## config.mk

```make
export PLATFORM = sky130hd
export DESIGN_NAME = ioctl_regfile
export DESIGN_NICKNAME = d
export VERILOG_FILES = /design/src/rtl/ioctl_pkg.sv /design/src/rtl/ioctl_decode.sv /design/src/rtl/ioctl_irqvec.sv /design/src/rtl/ioctl_regfile.sv
export SDC_FILE = /design/constraint.sdc
export NUM_CORES = 1
export LEC_CHECK = 0
export ABC_CLOCK_PERIOD_IN_PS = 2300
export BUFFER_PORTS_ARGS = -buffer_cell sky130_fd_sc_hd__buf_2
export CAP_MARGIN = 20
export CELL_PAD_IN_SITES_DETAIL_PLACEMENT = 1
export CELL_PAD_IN_SITES_GLOBAL_PLACEMENT = 2
export CORE_MARGIN = 2
export CORE_UTILIZATION = 25
export DETAILED_ROUTE_END_ITERATION = 8
export PLACE_DENSITY_LB_ADDON = 0.1
export SLEW_MARGIN = 25
export SYNTH_ARGS = -nofsm -noshare
export SYNTH_HDL_FRONTEND = slang
export SYNTH_HIERARCHICAL = 1
export SYNTH_SLANG_ARGS = --single-unit
export TNS_END_PERCENT = 20
```

## constraint.sdc

```tcl
create_clock -name clk -period 2.3 [get_ports clk]
set_input_delay 0.345 -clock clk [delete_from_list [all_inputs] [get_ports clk]]
set_output_delay 0.345 -clock clk [all_outputs]
set_load 0.02 [all_outputs]
```

## src/rtl/ioctl_pkg.sv

```systemverilog
package ioctl_pkg;

    // Offsets the register map decodes
    localparam int OFF_NOP   = 'h04;
    localparam int OFF_PRES  = 'h10;
    localparam int OFF_CSEL  = 'h18;
    localparam int OFF_FIXED = 'h4C;

    // Bit positions of the two presence indications
    localparam int PRES_BIT_S0 = 1;
    localparam int PRES_BIT_S1 = 2;

    typedef enum logic [2:0] {
        SEL_NOP,
        SEL_PRES,
        SEL_CSEL,
        SEL_FIXED,
        SEL_NONE
    } reg_sel_e;

endpackage

```

## src/rtl/ioctl_decode.sv

```systemverilog
module ioctl_decode
    import ioctl_pkg::*;
#(
    parameter int ADDR_W = 8
) (
    input  logic [ADDR_W-1:0] addr,
    output reg_sel_e          sel
);

    localparam logic [ADDR_W-1:0] A_NOP   = ADDR_W'(OFF_NOP);
    localparam logic [ADDR_W-1:0] A_PRES  = ADDR_W'(OFF_PRES);
    localparam logic [ADDR_W-1:0] A_CSEL  = ADDR_W'(OFF_CSEL);
    localparam logic [ADDR_W-1:0] A_FIXED = ADDR_W'(OFF_FIXED);

    always_comb begin
        unique case (addr)
            A_NOP:   sel = SEL_NOP;
            A_PRES:  sel = SEL_PRES;
            A_CSEL:  sel = SEL_CSEL;
            A_FIXED: sel = SEL_FIXED;
            default: sel = SEL_NONE;
        endcase
    end

endmodule

```

## src/rtl/ioctl_irqvec.sv

```systemverilog
module ioctl_irqvec #(
    parameter int NIRQ_W    = 8,
    parameter int NSLOT     = 1,
    parameter int PORTS     = 8,
    localparam int SLOT_W   = (NSLOT > 1) ? $clog2(NSLOT) : 1,
    localparam int PORT_W   = (PORTS > 1) ? $clog2(PORTS) : 1
) (
    input  logic              clk,
    input  logic              rst_n,
    input  logic              set_vld,
    input  logic [SLOT_W-1:0] set_slot,
    input  logic [PORT_W-1:0] set_port,
    input  logic              clr_vld,
    input  logic [SLOT_W-1:0] clr_slot,
    input  logic [PORT_W-1:0] clr_port,
    output logic [NIRQ_W-1:0] status,
    output logic              irq
);

    localparam int IDX_W = SLOT_W + PORT_W + 1;

    typedef struct packed {
        logic [NIRQ_W-1:0] vec;
        logic              irq;
    } vec_st_t;

    vec_st_t st_d, st_q;

    logic [IDX_W-1:0]  set_idx, clr_idx;
    logic              set_ok, clr_ok;
    logic [NIRQ_W-1:0] set_oh, clr_oh;

    // Bit index = slot base (slot * PORTS) + port; slot 0 starts at bit 0
    always_comb begin
        set_idx = IDX_W'(set_slot) * IDX_W'(PORTS) + IDX_W'(set_port);
        clr_idx = IDX_W'(clr_slot) * IDX_W'(PORTS) + IDX_W'(clr_port);
        set_ok  = set_vld && (int'(set_slot) < NSLOT) && (int'(set_idx) < NIRQ_W);
        clr_ok  = clr_vld && (int'(clr_slot) < NSLOT) && (int'(clr_idx) < NIRQ_W);
    end

    // One-hot request vectors, one bit per status position
    for (genvar b = 0; b < NIRQ_W; b++) begin : g_oh
        assign set_oh[b] = set_ok && (int'(set_idx) == b);
        assign clr_oh[b] = clr_ok && (int'(clr_idx) == b);
    end

    always_comb begin
        st_d     = st_q;
        // clear first, then set, so a set on the same bit wins
        st_d.vec = (st_q.vec & ~clr_oh) | set_oh;
        st_d.irq = |st_d.vec;
    end

    always_ff @(posedge clk) begin
        if (!rst_n) st_q <= '0;
        else        st_q <= st_d;
    end

    assign status = st_q.vec;
    assign irq    = st_q.irq;

    a_r9_set_wins: assert property (@(posedge clk) disable iff (!rst_n)
        (|set_oh) |=> ((status & $past(set_oh)) == $past(set_oh)));

    a_r8_clear_takes: assert property (@(posedge clk) disable iff (!rst_n)
        (|(clr_oh & ~set_oh)) |=> ((status & $past(clr_oh & ~set_oh)) == '0));

    a_r10_rise_needs_set: assert property (@(posedge clk) disable iff (!rst_n)
        $rose(irq) |-> $past(set_vld));

    a_r12_idle_stable: assert property (@(posedge clk) disable iff (!rst_n)
        (!set_ok && !clr_ok) |=> $stable(status));

endmodule

```

## src/rtl/ioctl_regfile.sv

```systemverilog
module ioctl_regfile
    import ioctl_pkg::*;
#(
    parameter int ADDR_W  = 8,
    parameter int DATA_W  = 8,
    parameter int NIRQ_W  = 8,
    parameter int NSLOT   = 1,
    parameter int PORTS   = 8,
    parameter logic [DATA_W-1:0] FIXED_VAL = '1,
    localparam int SLOT_W = (NSLOT > 1) ? $clog2(NSLOT) : 1,
    localparam int PORT_W = (PORTS > 1) ? $clog2(PORTS) : 1
) (
    input  logic              clk,
    input  logic              rst_n,
    input  logic              bus_en,
    input  logic              bus_we,
    input  logic [ADDR_W-1:0] bus_addr,
    input  logic [DATA_W-1:0] bus_wdata,
    output logic [DATA_W-1:0] bus_rdata,
    input  logic [1:0]        card_present,
    output logic [DATA_W-1:0] card_sel,
    input  logic              net_set_vld,
    input  logic [SLOT_W-1:0] net_set_slot,
    input  logic [PORT_W-1:0] net_set_port,
    input  logic              net_clr_vld,
    input  logic [SLOT_W-1:0] net_clr_slot,
    input  logic [PORT_W-1:0] net_clr_port,
    output logic [NIRQ_W-1:0] net_status,
    output logic              net_irq,
    output logic              undec_seen
);

    typedef struct packed {
        logic [DATA_W-1:0] csel;
        logic [DATA_W-1:0] rdata;
        logic              undec;
    } reg_st_t;

    reg_st_t  st_d, st_q;
    reg_sel_e sel;
    logic     rd, wr;
    logic [DATA_W-1:0] pres_word;

    ioctl_decode #(.ADDR_W(ADDR_W)) u_dec (
        .addr (bus_addr),
        .sel  (sel)
    );

    ioctl_irqvec #(
        .NIRQ_W (NIRQ_W),
        .NSLOT  (NSLOT),
        .PORTS  (PORTS)
    ) u_irq (
        .clk      (clk),
        .rst_n    (rst_n),
        .set_vld  (net_set_vld),
        .set_slot (net_set_slot),
        .set_port (net_set_port),
        .clr_vld  (net_clr_vld),
        .clr_slot (net_clr_slot),
        .clr_port (net_clr_port),
        .status   (net_status),
        .irq      (net_irq)
    );

    assign rd = bus_en && !bus_we;
    assign wr = bus_en &&  bus_we;

    always_comb begin
        pres_word              = '0;
        pres_word[PRES_BIT_S0] = card_present[0];
        pres_word[PRES_BIT_S1] = card_present[1];
    end

    always_comb begin
        st_d = st_q;
        if (rd) begin
            unique case (sel)
                SEL_PRES:  st_d.rdata = pres_word;
                SEL_CSEL:  st_d.rdata = st_q.csel;
                SEL_FIXED: st_d.rdata = FIXED_VAL;
                default:   st_d.rdata = '0;
            endcase
        end
        if (wr && sel == SEL_CSEL) st_d.csel = bus_wdata;
        if (bus_en && sel == SEL_NONE) st_d.undec = 1'b1;
    end

    always_ff @(posedge clk) begin
        if (!rst_n) st_q <= '0;
        else        st_q <= st_d;
    end

    assign bus_rdata  = st_q.rdata;
    assign card_sel   = st_q.csel;
    assign undec_seen = st_q.undec;

    a_r4_sel_load: assert property (@(posedge clk) disable iff (!rst_n)
        (wr && sel == SEL_CSEL) |=> (card_sel == $past(bus_wdata)));

    a_r4_sel_hold: assert property (@(posedge clk) disable iff (!rst_n)
        !(wr && sel == SEL_CSEL) |=> $stable(card_sel));

    a_r5_fixed_read: assert property (@(posedge clk) disable iff (!rst_n)
        (rd && sel == SEL_FIXED) |=> (bus_rdata == FIXED_VAL));

    a_r2_rdata_hold: assert property (@(posedge clk) disable iff (!rst_n)
        !rd |=> $stable(bus_rdata));

    a_r11_sticky: assert property (@(posedge clk) disable iff (!rst_n)
        undec_seen |=> undec_seen);

endmodule

```

== After elaboration in Yosys (flattened, before gate mapping) ==
Index checks and enable logic that the tools add are counted.
Cells by class
  muxes and demuxes: 2
  $lt $le $gt $ge: 4
  reductions and logical operators: 28
  add/sub/neg operators: 2
  equality and inequality tests: 22
  bitwise logic cells: 3
Operators by type and width (count)
  5-bit by 4-bit equality test with 1-bit output, second input constant: 8
  1-bit logical AND: 24
  8-bit one-hot mux with 3 select lines: 1
  5-bit by 3-bit equality test with 1-bit output, second input constant: 4
  8-bit by 5-bit equality test with 1-bit output, second input constant: 2
  3-bit one-hot mux with 4 select lines: 1
  4-bit by 3-bit adder with 5-bit output: 2
  5-bit by 2-bit equality test with 1-bit output, second input constant: 2
  5-bit logical NOT: 2
  5-bit by 4-bit less-than comparator with 1-bit output, second input constant: 2
  8-bit bitwise AND: 1
  8-bit by 3-bit equality test with 1-bit output, second input constant: 1
  8-bit by 7-bit equality test with 1-bit output, second input constant: 1
  8-bit NOT: 1
  8-bit OR: 1
  8-bit OR reduction: 1
  3-bit by 2-bit equality test with 1-bit output, second input constant: 2
  3-bit by 1-bit equality test with 1-bit output, second input constant: 1
  3-bit equality test, second input constant: 1
  1-bit less-than comparator, second input constant: 2
  1-bit logical NOT: 1
Storage, ports and cells
  output and inout bits: 26
  bits in registers: 26
  input bits: 32
  logic and storage cells: 66

== Longest topological paths before layout ==
Gate-level depths: netlist of the first run.
  word-level depth: 8
  mapped depth: 7
  depth with buffers taken out: 6

== Cells and area by module ==
Netlist of the first run, hierarchy kept.
Modules (own cells, without submodules)
  ioctl_regfile: cells an instance 82, area each 732.0 um^2, times used 1, seq. area each 340.3 um^2
  ioctl_irqvec: cells an instance 64, area each 493.0 um^2, times used 1, seq. area each 180.2 um^2
  ioctl_decode: cells an instance 12, area each 86.3 um^2, times used 1, seq. area each 0.0 um^2

== Worst setup path before layout of the first run ==
OpenSTA, ideal clock, no wires.
  kind: input to register
  from: in bus_addr[1]
  to: reg st_q (netlist bit card_sel[0])
  path slack: 0.492 ns
  cell stages on the path: 7
  library setup time: 0.072 ns
  arrival time: 1.736 ns
  path buffers: 1
  data required time: 2.228 ns
  path through: nor4_2 nand2_1 nor2_1 and2b_4 and4b_1 buf_6 mux2i_1
On the way
  word-level cells in the longest chain between the ends: 4
  elaborated cells on any way between the ends: 7
  classes of those cells: 5 x eq/ne; 1 x mux; 1 x reduce/logical
Ends and longest elaborated chain
  from (decl): line ioctl_regfile.sv:17  | input logic [ADDR_W-1:0] bus_addr,
  8-bit by 7-bit equality test with 1-bit output (tied with other cells): line ioctl_decode.sv:16  | unique case (addr)
  3-bit one-hot mux with 4 select lines *: line ioctl_decode.sv:16
  net sel[1]: line ioctl_regfile.sv:40  | reg_sel_e sel;
  3-bit by 2-bit equality test with 1-bit output *: line ioctl_regfile.sv:85  | if (wr && sel == SEL_CSEL) st_d.csel = bus_wdata;
  1-bit logical AND *: line ioctl_regfile.sv:85
  to (signal assigned): line ioctl_regfile.sv:91  | else st_q <= st_d;
  to (decl): line ioctl_regfile.sv:39  | reg_st_t st_d, st_q;
Mark *: on every way through the listed nets, which the timed path passes. The rest lies on a longest branch.
A chain may end at the register's enable or synchronous reset.

== Worst setup path in the final report of the first run ==
  from: in bus_addr[1]
  to: reg st_q (netlist bit card_sel[3])
The elaborated chain is that of the path after synthesis.

==> results.py, run 1 <==
metrics = {
    "status": {
        "outcome": "finished clean",
    },
    "placement": {
        "dp_cells": 281,
        "placed_area_sq_mm": 0.00167,
        "dpl.hpwl_microns": 3280,
        "io_buffers": 57,
        "gp_congestion": 0.811,
    },
    "synthesis": {
        "netlist_instances": 158,
        "synth-seq-cells": 26,
        "ys_types": 41,
        "synth_top_area_cell": "dfxtp_1",
        "synth.top_cell.area_share_pct": 39.7,
        "syn_area_sq_mm": 0.00131,
        "synth-async-reset-ratio_pct": 0,
        "synth-warning-count": 6,
        "synth_area_leaders": "dfxtp_1, nand2_1, mux2i_1, o21ai_0, nor2_1",
        "seq_area_frac_synth_pct": 39.7,
        "syn_nets": 190,
        "ys.flop_type": "dfxtp_1",
        "synth_edf_count": 0,
        "avgSynthCellArea_sq_um": 8.30,
    },
    "clock_network": {
        "clock_sinks": 26,
        "cts_root_buffer": "clkbuf_8",
        "hold_buffers": 0,
        "path_clk_slew_ns": 0.09,
        "clock_latency_ns": 0.26,
        "numCtsBuffers": 3,
        "cts_setup_buffers": 0,
        "cts-resized-gates": 0,
        "clk_path_buf_depth": 2,
        "htreeDepth": 1,
        "cts_tree": "yes",
    },
    "detailed_routing": {
        "drtPass1Iterations": 4,
        "viasPerCell": 4.78,
        "drcViolationCount": 0,
        "post_drt_wl_per_cell_microns": 14.0,
        "wl_microns": 3970,
        "drt_iter0_drc": 40,
        "ant_nets": 0,
        "vias": 1357,
    },
    "run": {
        "cap_violations": 0,
    },
    "critical_path": {
        "crit_chain": "buf_2, nor4_2, nand2_1, nor2_1, and2b_4, and4b_1, mux2i_1",
        "worstSetupEndpointType": "flop",
        "crit_path_max_incr_delay_ns": 0.51,
        "ff2ff_setup_slack_ns": 0.65,
        "cp.arrival_ns": 1.99,
        "cp-start-kind": "input port",
        "r2r_cells": 5,
        "worstSetupStartpoint": "bus_addr[1]",
        "crit_type": "input port to flop",
        "critPathRequiredTime_ns": 2.49,
        "cpMaxStageDelayCell": "and4b_1",
        "cp-endpoint": "card_sel[3]",
        "reg2reg_to": "u_irq/irq",
        "crit_fanout": 8,
        "r2r-start": "u_irq/status[7]",
    },
    "global_routing": {
        "grt_max_degree": 20,
        "grt_pass1_wl_microns": 6790,
        "grt_pass1_vias": 1392,
        "grt_usage_pct": 14.1,
        "antenna_found_initial": 0,
        "overflow": 0,
    },
    "timing": {
        "period_share_pct": 78.3,
        "report.final.setup_viol": 0,
        "max_freq_mhz": 555,
        "worstMarginPinSlew_ns": 0.475,
        "grt_setup_unrepaired": "no",
        "post-route-min-period_ns": 1.80,
        "relSlewSlack_pct": 68.3,
        "drv_slew": 0,
        "finClkSkew_ns": 0.00322,
        "final.setup.tns_ns": 0,
        "hold_viol_final": 0,
    },
    "final_layout": {
        "layout-drive-gt1-share_pct": 35.0,
        "diodes": 0,
        "fin_area_sq_mm": 0.00171,
        "final_cell_count_no_fill": 284,
        "num-fill-cells": 640,
        "nets": 248,
        "area_delta_synth_final_pct": 30.6,
    },
    "floorplanning": {
        "core_area_sq_mm": 0.00507,
        "die_area_sq_mm": 0.00584,
        "fp.dieW_microns": 76.4,
        "initial_core_util_pct": 25.8,
        "num_io_pins": 58,
        "die_y_microns": 76.4,
        "num_rows": 26,
    },
    "power": {
        "leakage_nw": 0.735,
        "power_density_mw_per_mm2": 483,
        "vdd_ir_drop_max_v": 0.000202,
    },
    "hold_path": {
        "hold_class": "input port to flop",
    },
}
cell type report:
| class | instances | area [sq um] | area share (%) |
|---|---|---|---|
| Multi-Input combinational cell | 121 | 741 | 43.2 |
| Inverter | 4 | 15.0 | 0.877 |
| Timing Repair Buffer | 60 | 308 | 18.0 |
| Tap cell | 70 | 87.6 | 5.11 |
| Clock buffer | 3 | 41.3 | 2.41 |
| Sequential cell | 26 | 520 | 30.4 |
cell usage after synthesis, drive strengths merged (3+ instances only):
library cell	count
clkbuf	4
nand3	4
inv	4
o21ai	9
nor2b	4
a21boi	6
a21oi	7
buf	3
mux2i	8
nand2	29
dfxtp	26
or3	4
o211ai	6
nor2	12
or2b	4
a31oi	3
stage by stage:
step	setup WS (ns)	hold WS, ns	util, %	total power [W]
2_1_floorplan	0.492	0.467	-	0.000527
5_1_grt	0.323	0.331	33.8	0.000879
6_report	0.499	0.329	33.8	0.000828
3_3_place_gp	0.294	0.440	32.9	0.000581
3_5_place_dp	0.202	0.445	32.9	0.000586
4_1_cts	0.472	0.322	33.8	0.000848
per-layer routing:
layer	global-route usage, %	up-vias	wire (microns)
li1	-	672	-
met1	19.4	650	1900
met2	22.7	33	1880
met3	2.73	2	173
met4	3.27	0	17
met5	0	-	0
cells by family after synthesis:
logic type | synth area share (%)
flip-flops | 39.7
AND/OR/NAND/NOR | 29.2
AO/OA/AOI/OAI | 20.5
buffers and inverters | 3.82
multiplexers | 6.11
XOR/XNOR | 0.668
worst max-delay path, delay by kind of cell:
| kind | cells | cell delay [ns] |
|---|---|---|
| buf+inv | 1 | 0.10 |
| simple gates | 5 | 1.28 |
| mux | 1 | 0.26 |
registers in the layout, summed over array words and instances (netlist names):
| name | cells |
|---|---|
| bus_rdata | 8 |
| card_sel | 8 |
| u_irq/status | 8 |
| u_irq/irq | 1 |
| undec_seen | 1 |
report_power, final:
group,internal [W],switching (W)
sequential,0.000456,0.00000284
combinational,0.0000491,0.0000661
clock,0.000117,0.000136
cells in the final DEF (no fill, tap or decap), types with 4 or more instances in the layout:
master / n
buf_2: 57
nand2_1: 29
dfxtp_1: 26
nor2_1: 12
o21ai_0: 9
mux2i_1: 8
a21oi_1: 7
o211ai_1: 6
nor2b_1: 4
inv_1: 4
nand3_1: 4
or2b_2: 4
worst min-delay path by stage:
stage | from | to | slack [ns] | depth (start not counted)
after floorplan | rst_n | u_irq/status[3] | 0.47 | 1
after global placement | bus_rdata[5] | bus_rdata[5] | 0.44 | 2
after detailed placement | bus_rdata[5] | bus_rdata[5] | 0.44 | 2
after CTS | bus_wdata[1] | card_sel[1] | 0.32 | 3
after global routing | bus_wdata[5] | card_sel[5] | 0.33 | 3
final | bus_wdata[4] | card_sel[4] | 0.33 | 3
Power figures use the tool's default switching activity.
==> inputs of run 2 (changes only) <==
Settings changed: ABC_AREA set to 1, ABC_CLOCK_PERIOD_IN_PS 2300 to 1600, CORE_UTILIZATION 25 to 21.
Clock period 2.3 ns to 1.6 ns, I/O delays scaled along.
==> run 2 against run 1 <==
Highest routed layer unchanged; global-route usage down 2.5 points; synthesized cell count up 29%; largest cell class unchanged; sequential power up 44%; flip-flop and latch count unchanged.
==> results.py, run 2 <==
metrics = {
    "synthesis": {
        "ys_types": 15,
        "synth-xor-area-share_pct": 0,
        "synth-async-reset-ratio_pct": 0,
        "synth-simple-area-share_pct": 38.2,
        "avgSynthCellArea_sq_um": 6.40,
        "post_synth_fa_ha_maj_area_fraction_pct": 0,
        "ys.flop_type": "dfxtp_1",
        "synth.most_common_cell": "nand2_1",
        "synth-warning-count": 6,
        "synth_edf_count": 0,
        "netlist_instances": 204,
        "syn_area_sq_mm": 0.00131,
        "synth_top_area_cell": "dfxtp_1",
        "ys_top_cells_by_count": "nand2_1, nor2_1, dfxtp_1",
        "seq_area_frac_synth_pct": 39.9,
        "syn_nets": 236,
        "synth-seq-cells": 26,
        "synthMuxAreaShare_pct": 0,
        "synth_area_leaders": "dfxtp_1, nand2_1, nor2_1, inv_1, a21oi_1",
        "synth.top_cell.area_share_pct": 39.9,
        "synth_top_family_by_area": "simple AND/OR/NAND/NOR gates",
        "synth_compound_area_share_pct": 13.0,
    },
    "final_layout": {
        "mostFrequentLayoutCell": "buf_2",
        "area_delta_synth_final_pct": 35.5,
        "diodes": 0,
        "final_cell_mix": "buf_2, nand2_1, nor2_1",
        "nets": 302,
        "layout-drive-gt1-share_pct": 31.7,
        "final_cell_count_no_fill": 343,
        "fin_util_pct": 29.7,
    },
    "floorplanning": {
        "die_area_sq_mm": 0.00686,
        "fp.dieW_microns": 82.8,
        "num_rows": 28,
        "die_y_microns": 82.8,
        "initial_core_util_pct": 21.9,
        "num_io_pins": 58,
        "core_area_sq_mm": 0.00596,
    },
    "detailed_routing": {
        "ant_nets": 0,
        "vias": 1421,
        "drcViolationCount": 0,
        "wl_microns": 3860,
        "drt_iter0_drc": 50,
        "post_drt_wl_per_cell_microns": 11.3,
        "viasPerCell": 4.14,
        "drtPass1Iterations": 4,
    },
    "clock_network": {
        "cts_setup_buffers": 0,
        "numCtsBuffers": 3,
        "path_clk_slew_ns": 0.09,
        "cts_root_buffer": "clkbuf_8",
        "cts-resized-gates": 0,
        "htreeDepth": 1,
        "clk_path_buf_depth": 2,
        "hold_buffers": 0,
        "clock_latency_ns": 0.27,
        "clock_sinks": 26,
        "cts_tree": "yes",
    },
    "timing": {
        "finClkSkew_ns": 0.00680,
        "period_share_pct": 80.3,
        "max_freq_mhz": 779,
        "drv_slew": 0,
        "final.setup.tns_ns": 0,
        "relSlewSlack_pct": 80.3,
        "grt_setup_unrepaired": "no",
        "report.final.setup_viol": 0,
        "hold_viol_final": 0,
        "worstMarginPinSlew_ns": 0.294,
        "post-route-min-period_ns": 1.28,
    },
    "power": {
        "leakage_nw": 0.959,
        "vdd_ir_drop_max_v": 0.000280,
        "power_density_mw_per_mm2": 671,
    },
    "critical_path": {
        "crit_fanout": 8,
        "critPathRequiredTime_ns": 1.76,
        "r2r_cells": 6,
        "cp.arrival_ns": 1.45,
        "cp-endpoint": "card_sel[6]",
        "crit_type": "input port to flop",
        "worstSetupStartpoint": "bus_addr[5]",
        "cp-start-kind": "input port",
        "ff2ff_setup_slack_ns": 0.68,
        "r2r-start": "u_irq/status[5]",
        "reg2reg_to": "u_irq/irq",
        "worstSetupEndpointType": "flop",
    },
    "global_routing": {
        "grt_pass1_vias": 1473,
        "grt_usage_pct": 11.6,
        "grt_pass1_wl_microns": 6690,
        "grt_max_degree": 14,
        "antenna_found_initial": 0,
        "overflow": 0,
    },
    "placement": {
        "io_buffers": 57,
        "gp_congestion": 0.716,
        "dpl.hpwl_microns": 3190,
        "dp_cells": 340,
    },
    "run": {
        "cap_violations": 0,
    },
    "status": {
        "outcome": "finished clean",
    },
    "hold_path": {
        "hold_class": "input port to flop",
    },
}
-- run 2: changes by cell type after synthesis, moves of 4 or more --
cell / before / now
inv_1: 4 / 24
clkbuf_1: 4 / 0
mux2i_1: 8 / 0
nand2_1: 29 / 55
nor2b_1: 4 / 0
nand2_2: 0 / 6
nor2_2: 0 / 6
o21ai_0: 9 / 14
o211ai_1: 6 / 0
or2b_2: 4 / 0
inv_2: 0 / 5
nor2_1: 12 / 33
a21oi_1: 7 / 17
-- run 2: cells by family after synthesis --
family | count (synthesis)
AND/OR/NAND/NOR | 113
AO/OA/AOI/OAI | 34
flip-flops | 26
buffers and inverters | 31
-- run 2: metrics by stage --
step | area [sq um] | power (W) | hold WS (ns) | setup slack (ns)
final | 1770 | 0.00119 | 0.191 | 0.316
after global routing | 1770 | 0.00126 | 0.204 | 0.120
after CTS | 1770 | 0.00123 | 0.176 | 0.304
after detailed placement | 1730 | 0.000838 | 0.441 | 0.0168
after global placement | 1730 | 0.000839 | 0.437 | 0.0468
after floorplan | 1310 | 0.000758 | 0.375 | 0.194
-- run 2: report_power, final --
group | internal, W | leakage [nW] | switching (W) | total, W
logic | 0.0000609 | 0.727 | 0.0000986 | 0.000160
clock network | 0.000168 | 0.0216 | 0.000198 | 0.000367
registers | 0.000656 | 0.210 | 0.00000374 | 0.000659
total | 0.000885 | 0.959 | 0.000301 | 0.00119
-- run 2: worst max-delay path, stage by stage --
cell and delay [ns]:
buf_2 0.09, inv_1 0.07, nand2_1 0.06, nor2_2 0.12
nand2_1 0.08, nand2_2 0.07, nor2_2 0.05, nor2_2 0.15
inv_2 0.08, nor2_4 0.15, inv_2 0.10, nor2_1 0.10
nor2_1 0.05
-- run 2: how the worst min path moves through the flow --
stage | startpoint | endpoint | depth (start not counted)
global route | bus_wdata[3] | card_sel[3] | 3
finish | bus_wdata[5] | card_sel[5] | 3
CTS | bus_wdata[0] | card_sel[0] | 3
global placement | undec_seen | undec_seen | 2
detailed placement | undec_seen | undec_seen | 2
floorplan | bus_wdata[0] | card_sel[0] | 2
-- run 2: layout make-up --
type	count	area (sq um)
Tap cell	75	93.8
Timing Repair Buffer	61	328
Multi-Input combinational cell	147	668
Fill cell	809	4190
Inverter	31	116
Sequential cell	26	520
Clock buffer	3	41.3
-- run 2: per-layer routing --
layer	track usage, %	routed length [microns]	vias to the layer above
met5	0	0	-
met2	19.7	1770	34
met4	2.68	22	0
met3	3.08	255	2
met1	14.7	1810	625
li1	-	-	760
==> inputs of run 3 (changes only) <==
Settings changed: ABC_CLOCK_PERIOD_IN_PS 1600 to 1000.
Clock period 1.6 ns to 1 ns, I/O delays scaled along.
==> run 3 against run 2 <==
The flow now finishes with violations (setup timing); cell count is 4.4% higher; critical endpoint is now card_sel[7]; final area up 21%; combinational power up 120%.
==> results.py, run 3 (synthesis results as in run 2) <==
metrics = {
    "status": {
        "outcome": "finished with violations",
        "failed_checks": "setup timing",
    },
    "final_layout": {
        "num-fill-cells": 781,
        "multi_input_area_sq_um": 797,
        "layout-drive-gt1-share_pct": 48.1,
        "final-seq-area_sq_um": 533,
        "nets": 316,
        "area_delta_synth_final_pct": 63.8,
        "final_cell_mix": "buf_2, nand2_1, nor2_1",
        "mostFrequentLayoutCell": "buf_2",
        "diodes": 0,
    },
    "clock_network": {
        "clock_latency_ns": 0.28,
        "path_clk_slew_ns": 0.11,
        "htreeDepth": 1,
        "hold_buffers": 0,
        "cts_tree": "yes",
        "clk_path_buf_depth": 2,
        "cts_root_buffer": "clkbuf_8",
        "numCtsBuffers": 3,
        "clock_sinks": 26,
    },
    "detailed_routing": {
        "viasPerCell": 4.18,
        "wl_microns": 4190,
        "top_layer": "met4",
        "vias": 1498,
        "wirelength_met1_microns": 2030,
        "met3_length_microns": 170,
        "drtPass1Iterations": 4,
        "post_drt_wl_per_cell_microns": 11.7,
        "ant_nets": 0,
        "drt_iter0_drc": 30,
        "wl_met2_microns": 1960,
        "drcViolationCount": 0,
    },
    "global_routing": {
        "overflow": 0,
        "grt_max_degree": 16,
        "grt_pass1_wl_microns": 7140,
        "grt_usage_pct": 12.5,
        "grt_pass1_vias": 1508,
        "antenna_found_initial": 0,
    },
    "placement": {
        "gp_congestion": 0.764,
        "preCtsSetupSlack_ns": -0.486,
        "io_buffers": 57,
        "dpl.hpwl_microns": 3330,
    },
    "floorplanning": {
        "fp.dieW_microns": 82.8,
        "num_io_pins": 58,
        "die_area_sq_mm": 0.00686,
        "core_area_sq_mm": 0.00596,
        "die_y_microns": 82.8,
        "initial_core_util_pct": 21.9,
        "num_rows": 28,
    },
    "critical_path": {
        "crit_type": "input port to flop",
        "cp-start-kind": "input port",
        "cp.arrival_ns": 1.33,
        "crit_chain": "buf_6, inv_12, nand2_4, nor2_4, nand2_2, nand2_2, nor2_4, nor2_4, inv_2, nor2_4, buf_6, o21ai_0, nor2_1",
        "r2r_cells": 6,
        "crit_top_cell": "nor2_4",
        "cpMaxStageDelayCell": "nor2_4",
        "crit_fanout": 5,
        "critPathRequiredTime_ns": 1.23,
        "crit_path_max_incr_delay_ns": 0.18,
        "worstSetupEndpointType": "flop",
    },
    "hold_path": {
        "hold_class": "input port to flop",
        "whs_path_depth": 3,
    },
    "power": {
        "p_sw_w": 0.000570,
        "vdd_ir_drop_max_v": 0.000760,
        "power.internal_w": 0.00173,
        "switching_share_pct": 24.8,
        "power_density_mw_per_mm2": 1080,
        "comb_power_share_pct": 15.4,
        "seqPwrFrac_pct": 45.6,
        "p_clk_share_pct": 39.0,
        "leakage_nw": 1.07,
    },
    "timing": {
        "finClkSkew_ns": 0.0185,
        "final.setup.tns_ns": -0.855,
        "post-route-min-period_ns": 1.10,
        "max_freq_mhz": 908,
        "relSlewSlack_pct": 78.4,
        "worstMarginPinSlew_ns": 0.323,
        "report.final.setup_viol": 12,
        "grt_setup_unrepaired": "yes",
        "period_share_pct": 110,
        "drv_slew": 0,
        "hold_viol_final": 0,
        "layout_setup_ws_ns": -0.101,
    },
    "run": {
        "cap_violations": 0,
    },
}
run 3: cell count changes in the layout (fill, tap and decap cells not counted), sizes merged:
| cell | before | now |
|---|---|---|
| buf | 61 | 75 |
| bufinv | 0 | 1 |
run 3: routing by layer:
metal,vias up,track usage (%)
li1,792,-
met1,675,17.8
met2,29,19.6
met3,2,2.19
met4,0,2.68
met5,-,0
run 3: timing repair:
item,4_1_cts,5_1_grt
cloned,0,0
pin swaps,18,15
hold endpoints to repair,0,0
gates resized for setup,44,26
endpoints found under the setup margin,20,23
buffers inserted,2,0
run 3: cell type report:
cell class | count | area share [%]
multi-input combinational | 147 | 37.3
sequential | 26 | 24.9
timing repair buffer | 75 | 22.8
inverter | 31 | 7.20
tap | 75 | 4.39
clock buffer | 3 | 1.93
clock inverter | 1 | 1.41
run 3: path summary, 6_finish.rpt:
path,startpoint,to,slack [ns]
max,bus_addr[7],card_sel[7],-0.10
min,bus_wdata[3],card_sel[3],0.07
max reg2reg,u_irq/status[5],u_irq/irq,0.10
min reg2reg,undec_seen,undec_seen,0.46
run 3: worst max-delay path: cells and delay by family:
kind	cells	cell delay, ns
AO/OA/AOI/OAI	1	0.08
buffers and inverters	4	0.37
AND/OR/NAND/NOR	8	0.71
run 3: power groups by stage:
stage | logic [W] | registers [W] | clock network, W
after floorplan | 0.000127 | 0.00110 | 0
after global placement | 0.000299 | 0.00108 | 0
after detailed placement | 0.000300 | 0.00108 | 0
after CTS | 0.000345 | 0.00106 | 0.000942
after global routing | 0.000397 | 0.00105 | 0.000983
final | 0.000356 | 0.00105 | 0.000898
run 3: through the flow:
stage / std cells / hold WS [ns] / total power (W) / instance area (sq um) / util, %
global placement: 352 / 0.360 / 0.00138 / 1860 / 31.2
detailed placement: 352 / 0.372 / 0.00138 / 1860 / 31.2
global route: 358 / 0.0903 / 0.00243 / 2140 / 35.9
CTS: 358 / 0.0762 / 0.00234 / 2070 / 34.8
floorplan: 204 / 0.266 / 0.00122 / 1360 / -
finish: 358 / 0.0732 / 0.00230 / 2140 / 35.9
